## src/rtl/otp_pkg.sv

```systemverilog
package otp_pkg;
  localparam int BYTE_W = 8;
  localparam logic [BYTE_W-1:0] CONT_CODE = 8'h7F;

  typedef enum logic [2:0] {
    MODE_STANDBY,
    MODE_INHIBIT,
    MODE_PROGRAM,
    MODE_OUT_OFF,
    MODE_ID,
    MODE_READ
  } mode_e;

  // bit 7 chosen so the whole byte has odd parity
  function automatic logic [BYTE_W-1:0] odd_par_byte(input logic [BYTE_W-2:0] code);
    return {~^code, code};
  endfunction
endpackage

```

## src/rtl/otp_mode_decode.sv

```systemverilog
module otp_mode_decode
  import otp_pkg::*;
(
  input  logic  ce_ni,
  input  logic  oe_ni,
  input  logic  vpp_hi_i,
  input  logic  id_hi_i,
  output mode_e mode_o
);
  always_comb begin
    if (ce_ni)         mode_o = vpp_hi_i ? MODE_INHIBIT : MODE_STANDBY;
    else if (vpp_hi_i) mode_o = MODE_PROGRAM;
    else if (oe_ni)    mode_o = MODE_OUT_OFF;
    else if (id_hi_i)  mode_o = MODE_ID;
    else               mode_o = MODE_READ;
  end
endmodule

```

## src/rtl/otp_id_rom.sv

```systemverilog
module otp_id_rom
  import otp_pkg::*;
#(
  parameter logic [BYTE_W-2:0] MFR_CODE = 7'h2A,
  parameter logic [BYTE_W-2:0] DEV_CODE = 7'h11
) (
  input  logic [1:0]        sel_i,
  output logic [BYTE_W-1:0] id_o
);
  localparam logic [BYTE_W-1:0] MfrByte = odd_par_byte(MFR_CODE);
  localparam logic [BYTE_W-1:0] DevByte = odd_par_byte(DEV_CODE);

  always_comb begin
    if (!sel_i[1])    id_o = CONT_CODE;
    else if (sel_i[0]) id_o = DevByte;
    else               id_o = MfrByte;
  end
endmodule

```

## src/rtl/otp_prog_strobe.sv

```systemverilog
module otp_prog_strobe (
  input  logic clk_i,
  input  logic rst_ni,
  input  logic prog_i,
  output logic wr_en_o
);
  logic prog_q;

  always_ff @(posedge clk_i or negedge rst_ni) begin
    if (!rst_ni) prog_q <= 1'b0;
    else         prog_q <= prog_i;
  end

  // one write per entry into program mode
  assign wr_en_o = prog_i & ~prog_q;
endmodule

```

## src/rtl/otp_cell_array.sv

```systemverilog
module otp_cell_array
  import otp_pkg::*;
#(
  parameter int ADDR_W = 6
) (
  input  logic              clk_i,
  input  logic              rst_ni,
  input  logic [ADDR_W-1:0] addr_i,
  input  logic              wr_en_i,
  input  logic [BYTE_W-1:0] wr_data_i,
  output logic [BYTE_W-1:0] rd_data_o
);
  localparam int Depth = 1 << ADDR_W;

  logic [BYTE_W-1:0] mem_q [Depth];

  always_ff @(posedge clk_i or negedge rst_ni) begin
    if (!rst_ni) begin
      for (int i = 0; i < Depth; i++) mem_q[i] <= '1;
    end else if (wr_en_i) begin
      // programming can only clear bits
      mem_q[addr_i] <= mem_q[addr_i] & wr_data_i;
    end
  end

  assign rd_data_o = mem_q[addr_i];
endmodule

```

## src/rtl/otp_byte_mem.sv

```systemverilog
module otp_byte_mem
  import otp_pkg::*;
#(
  parameter int              ADDR_W   = 6,
  parameter logic [6:0]      MFR_CODE = 7'h2A,
  parameter logic [6:0]      DEV_CODE = 7'h11
) (
  input  logic              clk_i,
  input  logic              rst_ni,
  input  logic [ADDR_W-1:0] addr_i,
  input  logic              ce_ni,
  input  logic              oe_ni,
  input  logic              vpp_hi_i,
  input  logic              id_hi_i,
  input  logic [7:0]        data_i,
  output logic [7:0]        data_o,
  output logic              drive_o
);
  mode_e             mode;
  logic              wr_en;
  logic [BYTE_W-1:0] rd_data;
  logic [BYTE_W-1:0] id_byte;

  otp_mode_decode u_dec (
    .ce_ni    (ce_ni),
    .oe_ni    (oe_ni),
    .vpp_hi_i (vpp_hi_i),
    .id_hi_i  (id_hi_i),
    .mode_o   (mode)
  );

  otp_prog_strobe u_stb (
    .clk_i   (clk_i),
    .rst_ni  (rst_ni),
    .prog_i  (mode == MODE_PROGRAM),
    .wr_en_o (wr_en)
  );

  otp_cell_array #(.ADDR_W(ADDR_W)) u_arr (
    .clk_i     (clk_i),
    .rst_ni    (rst_ni),
    .addr_i    (addr_i),
    .wr_en_i   (wr_en),
    .wr_data_i (data_i),
    .rd_data_o (rd_data)
  );

  otp_id_rom #(.MFR_CODE(MFR_CODE), .DEV_CODE(DEV_CODE)) u_id (
    .sel_i (addr_i[1:0]),
    .id_o  (id_byte)
  );

  always_comb begin
    unique case (mode)
      MODE_READ: begin drive_o = 1'b1; data_o = rd_data; end
      MODE_ID:   begin drive_o = 1'b1; data_o = id_byte; end
      default:   begin drive_o = 1'b0; data_o = '0;      end
    endcase
  end
endmodule

```

## config.mk

```make
export PLATFORM = sky130hd
export DESIGN_NAME = otp_byte_mem
export DESIGN_NICKNAME = d
export VERILOG_FILES = /design/src/rtl/otp_pkg.sv /design/src/rtl/otp_mode_decode.sv /design/src/rtl/otp_id_rom.sv /design/src/rtl/otp_prog_strobe.sv /design/src/rtl/otp_cell_array.sv /design/src/rtl/otp_byte_mem.sv
export SDC_FILE = /design/constraint.sdc
export NUM_CORES = 1
export LEC_CHECK = 0
export BUFFER_PORTS_ARGS = -buffer_cell sky130_fd_sc_hd__buf_2
export CAP_MARGIN = 40
export CORE_MARGIN = 10
export CORE_UTILIZATION = 57
export CTS_CLUSTER_DIAMETER = 120
export CTS_CLUSTER_SIZE = 10
export DETAILED_ROUTE_END_ITERATION = 10
export PLACE_DENSITY_LB_ADDON = 0.08
export SYNTH_ARGS = -nofsm -noshare
export SYNTH_HDL_FRONTEND = slang
export SYNTH_SLANG_ARGS = --single-unit
```

## constraint.sdc

```tcl
create_clock -name clk_i -period 3.2 [get_ports clk_i]
set_input_delay 0.64 -clock clk_i [delete_from_list [all_inputs] [get_ports clk_i]]
set_output_delay 0.64 -clock clk_i [all_outputs]
set_load 0.05 [all_outputs]
```

==> results of run 1 <==
## metrics by stage
stage / total power [W] / instance area [µm²] / instances / utilization, % / setup TNS (ps)
floorplan: 0.007555 / 25060 / 2434 / - / -255.2
global placement: 0.008151 / 27470 / 3096 / 63.62 / -11470
detailed placement: 0.008179 / 27470 / 3096 / 63.62 / -19280
CTS: 0.01390 / 29660 / 3180 / 68.70 / -695.0
global route: 0.01430 / 29880 / 3187 / 69.22 / -1100
finish: 0.01387 / 29890 / 3188 / 69.23 / -778.2
## synth_stat cells (5+ instances only)
cell type	count
a21oi_1	86
a221o_1	6
a221oi_1	17
a22o_1	16
a22oi_1	17
a31oi_1	58
and2_1	6
and3_1	5
buf_1	6
buf_2	32
buf_4	15
buf_6	16
clkbuf_1	147
dfstp_2	512
inv_1	6
mux2_2	16
mux2i_1	271
mux4_2	14
nand2_1	503
nand2b_1	7
nand3_1	8
nand3b_1	6
nor2_1	63
nor2b_1	9
nor3_1	7
nor4_1	8
o211ai_1	5
o21ai_0	357
o21ai_2	61
o221ai_1	9
o22ai_1	73
o31ai_1	10
## where the power goes
part | internal (W) | leakage [nW] | switching (W)
Clock | 0.00313 | 0.726 | 0.00250
Sequential | 0.00679 | 5.30 | 0.000102
Combinational | 0.000532 | 5.34 | 0.000817
Total | 0.0105 | 11.4 | 0.00342
## path summary, 6_finish.rpt
check	slack, ps	depth (start not counted)	endpoint	start
max in group asynchronous	2240	3	u_arr.mem_q[30]	rst_ni
min	230	2	u_stb.prog_q	ce_ni
max reg2reg	560	10	u_arr.mem_q[474]	u_arr.mem_q[114]
min reg2reg	470	2	u_arr.mem_q[279]	u_arr.mem_q[279]
max	-210	11	data_o[7]	addr_i[0]
min in group asynchronous	280	1	u_arr.mem_q[379]	rst_ni
## cell families after synthesis
kind of cell	after synthesis	synth area share (%)
AOI/OAI and AO/OA	749	18.27
and+or+nand+nor	645	10.60
DFF	513	53.96
muxes	303	12.93
buffers and inverters	224	4.233
## sequential cells by signal, summed over array words and instances (netlist names)
register,flops
u_arr.mem_q,512
u_stb.prog_q,1
## what timing repair did
action / 4_1_cts / 5_1_grt
hold buffers: 0 / 0
gates cloned: 5 / 2
setup endpoints to repair: 8 / 8
resized for setup: 99 / 43
pin swaps: 29 / 21
endpoints found under the hold margin: 0 / 0
buffers inserted: 18 / 5
## worst reg2reg max path, stage by stage (launching register included)
cell       delay [ps]
dfstp_2           370
mux2_2            270
a222oi_1          240
o211ai_1          240
o2bb2ai_2         190
buf_4             140
buf_4             120
buf_4             130
o41ai_4           400
buf_12            270
o21ai_0           180
## area by class of cell
class / instances / area [µm²] / area share [%]
diodes: 1 / 2.502 / 0.008373
clock buffers: 58 / 1430 / 4.785
clock inverters: 4 / 50.05 / 0.1675
inverters: 8 / 36.28 / 0.1214
multi-input cells: 1697 / 10910 / 36.49
flip-flops and latches: 513 / 13480 / 45.10
well taps: 585 / 732.0 / 2.449
repair buffers: 322 / 3252 / 10.88
## metal layers
| layer | part of all wire (%) | global-route usage, % |
|---|---|---|
| met1 | 42 | 39.77 |
| met2 | 45 | 45.69 |
| met3 | 8.4 | 6.267 |
| met4 | 4.2 | 10.80 |
| met5 | 0.051 | 0 |
==> results.yml, run 1 <==
status:
  status: "complete, but fails checks"
  failed_checks: "negative setup slack"
timing:
  setup_viol: 8
  maxSlewViolCount: 0
  min_period_ps: 3411
  final.setup.worst_slack_ps: -211.1
  whs_ps: 234.4
  hold_viol: 0
  tightest_slew_ps: 755.4
  maxSlewHeadroom_pct: 49.64
  fmaxAchievable_mhz: 293.2
  grt_setup_unrepaired: "yes"
  finClkSkew_ps: 20.41
  fin_crit_sh_pct: 106.6
finish:
  fillers: 3312
  finalNetCount: 2619
  layout_commonest_cell: "dfstp_2"
  drive_above_1_share_pct: 41.01
  final_cell_mix: "dfstp_2, nand2_1, o21ai_0"
  area_delta_synth_final_pct: 19.65
power:
  power_density_nw_per_um2: 464.2
  irDropWorstVdd_v: 0.0004217
  leakage_nw: 11.37
detailed_routing:
  first_pass_iters: 6
  routed_wl_mm: 78.50
  dr_total_vias: 20036
  wl_per_cell_um: 24.62
  drc: 0
  vias_per_cell: 6.285
  drt_first_iter_violations: 2123
  postRouteAntennaNets: 0
logic_synthesis:
  syn_inst: 2434
  synth_edf_count: 0
  ys_types: 67
  synthTopCellsByArea: "dfstp_2, mux2i_1, nand2_1"
  synth.ff_latch_count: 513
  synth_area_um2: 24980
  postSynth.asyncResetShare_pct: 100.0
  synth_area_leader_cell: "dfstp_2"
  synth_warnings: 0
  ys_seq_area_share_pct: 53.96
  avgSynthCellArea_um2: 10.26
  synth_top_area_share_pct: 53.86
  synthesis.nets: 2454
  ys.flop_type: "dfstp_2"
place:
  gp_congestion: 0.9352
  dp_slack_ps: -810.5
  dpl.hpwl_mm: 52.98
  portBuffers: 28
floorplanning:
  core_um2: 43170
  num_io_pins: 29
  die_x_um: 229.3
  die_area_um2: 52600
  num_rows: 76
  start_util_pct: 57.86
  dieHeight_um: 229.3
setup_path:
  worst_path_max_delay_cell: "a221oi_1"
  crit_type: "primary input to primary output"
  cp-end-kind: "primary output"
  path_cells: "buf_12 -> clkbuf_16 -> and2_4 -> buf_4 -> a22o_1 -> a221oi_1 -> o211ai_4 -> nor4_4 -> buf_4 -> a21oi_4 -> buf_6"
  arrival_ps: 2770
  max_stage_delay_ps: 390
  crit_family: "compound AO/OA/AOI/OAI gates"
  critPathLaunchType: "primary input"
  critical_path.most_common_cell: "buf_4"
  cp.required_ps: 2560
  worst-path-buf-inv: 5
  path_max_fanout: 8
clocking:
  clk_latency_ps: 620
  clock_path_buffers: 3
  htreeDepth: 2
  path_clk_slew_ps: 60
  cts_root_buf: "clkbuf_16"
  clkSinkCount: 513
  numCtsBuffers: 57
  cts_tree: "yes"
grt:
  grt_pass1_wl_mm: 120.9
  antenna_found_initial: 4
  first_global_vias: 19859
  grt_max_degree: 117
  grt-ovfl-total: 0
  grt_use_total_pct: 29.34
hold_path:
  hold_path_class: "primary input to flip-flop"
job:
  drv_cap: 0
No activity file was read; power rests on OpenSTA's default activity.
==> run 2, diff against run 1 <==
--- a/config.mk
+++ b/config.mk
@@ -8,11 +8,12 @@
 export BUFFER_PORTS_ARGS = -buffer_cell sky130_fd_sc_hd__buf_2
 export CAP_MARGIN = 40
 export CORE_MARGIN = 10
-export CORE_UTILIZATION = 57
+export CORE_UTILIZATION = 60
 export CTS_CLUSTER_DIAMETER = 120
 export CTS_CLUSTER_SIZE = 10
 export DETAILED_ROUTE_END_ITERATION = 10
 export PLACE_DENSITY_LB_ADDON = 0.08
+export SLEW_MARGIN = 20
 export SYNTH_ARGS = -nofsm -noshare
 export SYNTH_HDL_FRONTEND = slang
 export SYNTH_SLANG_ARGS = --single-unit
==> constraint.sdc (replaced) <==
create_clock -name clk_i -period 4.2 [get_ports clk_i]
set_input_delay 0.84 -clock clk_i [delete_from_list [all_inputs] [get_ports clk_i]]
set_output_delay 0.84 -clock clk_i [all_outputs]
set_load 0.05 [all_outputs]
==> run 2 against run 1 <==
Net effect:
- the flow now finishes without violations
- final cell count shrank 5.6%
- sequential power is 24% lower
- critical path depth down 3
- largest cell class unchanged
==> results.yml, run 2 (synthesis gave the netlist of run 1 again) <==
place:
  gp_congestion: 0.9982
  portBuffers: 28
  dpl.hpwl_mm: 52.71
floorplanning:
  die_area_um2: 50190
  die_x_um: 224.0
  start_util_pct: 60.90
  dieHeight_um: 224.0
  num_rows: 74
  core_um2: 41020
  num_io_pins: 29
timing:
  fmaxAchievable_mhz: 239.1
  maxSlewHeadroom_pct: 53.50
  setup_viol: 0
  min_period_ps: 4183
  hold_viol: 0
  maxSlewViolCount: 0
  fin_crit_sh_pct: 99.60
  tightest_slew_ps: 695.8
  grt_setup_unrepaired: "no"
  finClkSkew_ps: 19.75
  whs_ps: 415.7
setup_path:
  worst-path-buf-inv: 4
  ff2ff_setup_slack_ps: 1230
  path_cells: "clkbuf_4 -> buf_12 -> clkinv_1 -> a221oi_1 -> o21ai_1 -> nor4_2 -> a21oi_1 -> buf_2"
  worst_path_max_delay_cell: "a221oi_1"
  critPathLaunchType: "primary input"
  crit_family: "buffers and inverters"
  path_max_fanout: 21
  crit_type: "primary input to primary output"
  arrival_ps: 3340
  rr_worst_depth: 7
  cp-end-kind: "primary output"
  r2r-start: "u_arr.mem_q[7]"
  cp.required_ps: 3360
  max_stage_delay_ps: 580
  r2r_end: "u_arr.mem_q[23]"
clocking:
  clock_path_buffers: 3
  clk_latency_ps: 620
  post_cts_buffers: 0
  cts_tree: "yes"
  numCtsBuffers: 57
  htreeDepth: 2
  clkSinkCount: 513
  path_clk_slew_ps: 60
  cts_root_buf: "clkbuf_16"
finish:
  layout_commonest_cell: "dfstp_2"
  drive_above_1_share_pct: 35.89
  largest_reg_flops: 512
  multiInputGateArea_um2: 10550
  final_cell_mix: "dfstp_2, nand2_1, o21ai_0"
  largest-register: "u_arr.mem_q"
  area_delta_synth_final_pct: 12.26
  reg.largest.list: "u_arr.mem_q: 512 flops, u_stb.prog_q: 1 flops"
  n_antenna_cell: 0
  finalNetCount: 2495
  fillers: 3132
  regArea_um2: 13480
  final_util_pct: 68.36
grt:
  first_global_vias: 19307
  grt-ovfl-total: 0
  grt_pass1_wl_mm: 120.1
  grt.busiest_layer: "met2"
  use_met3_pct: 7.330
  use_met1_pct: 43.08
  antenna_found_initial: 3
  grt_use_total_pct: 30.93
  grt_util_met2_pct: 46.25
  grt_max_degree: 127
detailed_routing:
  drt_first_iter_violations: 2095
  first_pass_iters: 6
  dr_total_vias: 19678
  drc: 0
  vias_per_cell: 6.540
  wl_per_cell_um: 25.75
  postRouteAntennaNets: 0
  routed_wl_mm: 77.49
job:
  drv_cap: 0
power:
  finalPower_w: 0.01043
  irDropWorstVdd_v: 0.0003263
  intPower_w: 0.007852
  p_seq_share_pct: 50.4
  switchingPower_w: 0.002574
  leakage_nw: 10.58
  p_sw_share_pct: 24.69
  power_density_nw_per_um2: 371.8
  clkPwrFrac_pct: 41.1
  p_comb_share_pct: 8.5
hold_path:
  min_to: "u_stb.prog_q"
  min_from: "ce_ni"
  hold_path_depth: 2
  hold_path_class: "primary input to flip-flop"
status:
  status: "complete, no violations"
==> run 2: cell count changes in the layout (fill, tap and decap cells not counted), moves of 6 or more <==
cell     before  now
buf_4       223  139
buf_6        25    3
mux2i_1     256  271
o21ai_0     344  357
buf_12       43   31
mux2i_2      10    0
o21ai_1      11    1
buf_2        16   22
==> run 2: power by group through the flow <==
stage / sequential, W / combinational (W) / clock, W
floorplan: 0.00529 / 0.000463 / 0
global placement: 0.00531 / 0.000843 / 0
detailed placement: 0.00531 / 0.000865 / 0
CTS: 0.00525 / 0.000867 / 0.00433
global route: 0.00526 / 0.000938 / 0.00453
finish: 0.00525 / 0.000886 / 0.00429
==> run 2: final cells by class <==
type / count / area share (%)
well taps: 532 / 2.374
multi-input cells: 1697 / 37.63
inverters: 8 / 0.1071
flip-flops and latches: 513 / 48.07
clock inverters: 3 / 0.09370
repair buffers: 198 / 6.626
clock buffers: 58 / 5.100
==> run 2: layer usage <==
layer	up-vias	wire length (µm)
met2	963	34400
met1	9799	33200
met4	6	2994
met3	206	6867
li1	8704	-
met5	-	32
==> run 2: what timing repair did <==
| item | CTS | global route |
|---|---|---|
| hold buffers | 0 | 0 |
| resized for setup | 4 | 4 |
| endpoints found under the setup margin | 3 | 6 |
| pin swaps | 0 | 1 |
==> run 2: per-stage QoR <==
stage	instance area [µm²]	setup TNS, ps	setup WS, ps	instances
floorplan	24990	0	6.309	2434
detailed placement	26520	-189.1	-95.60	2947
CTS	28000	0	54.30	3008
global placement	26480	-137.1	-60.89	2945
global route	28040	0	8.511	3009
finish	28040	0	16.77	3009
==> run 2: how the worst max path moves through the flow <==
| stage | start | endpoint | cells after the start | slack [ps] |
|---|---|---|---|---|
| floorplan | addr_i[2] | data_o[3] | 9 | 6 |
| global placement | addr_i[1] | data_o[2] | 12 | -60 |
| detailed placement | addr_i[1] | data_o[2] | 10 | -100 |
| CTS | addr_i[1] | data_o[1] | 10 | 50 |
| global route | addr_i[0] | data_o[3] | 12 | 9 |
| finish | addr_i[1] | data_o[7] | 8 | 20 |
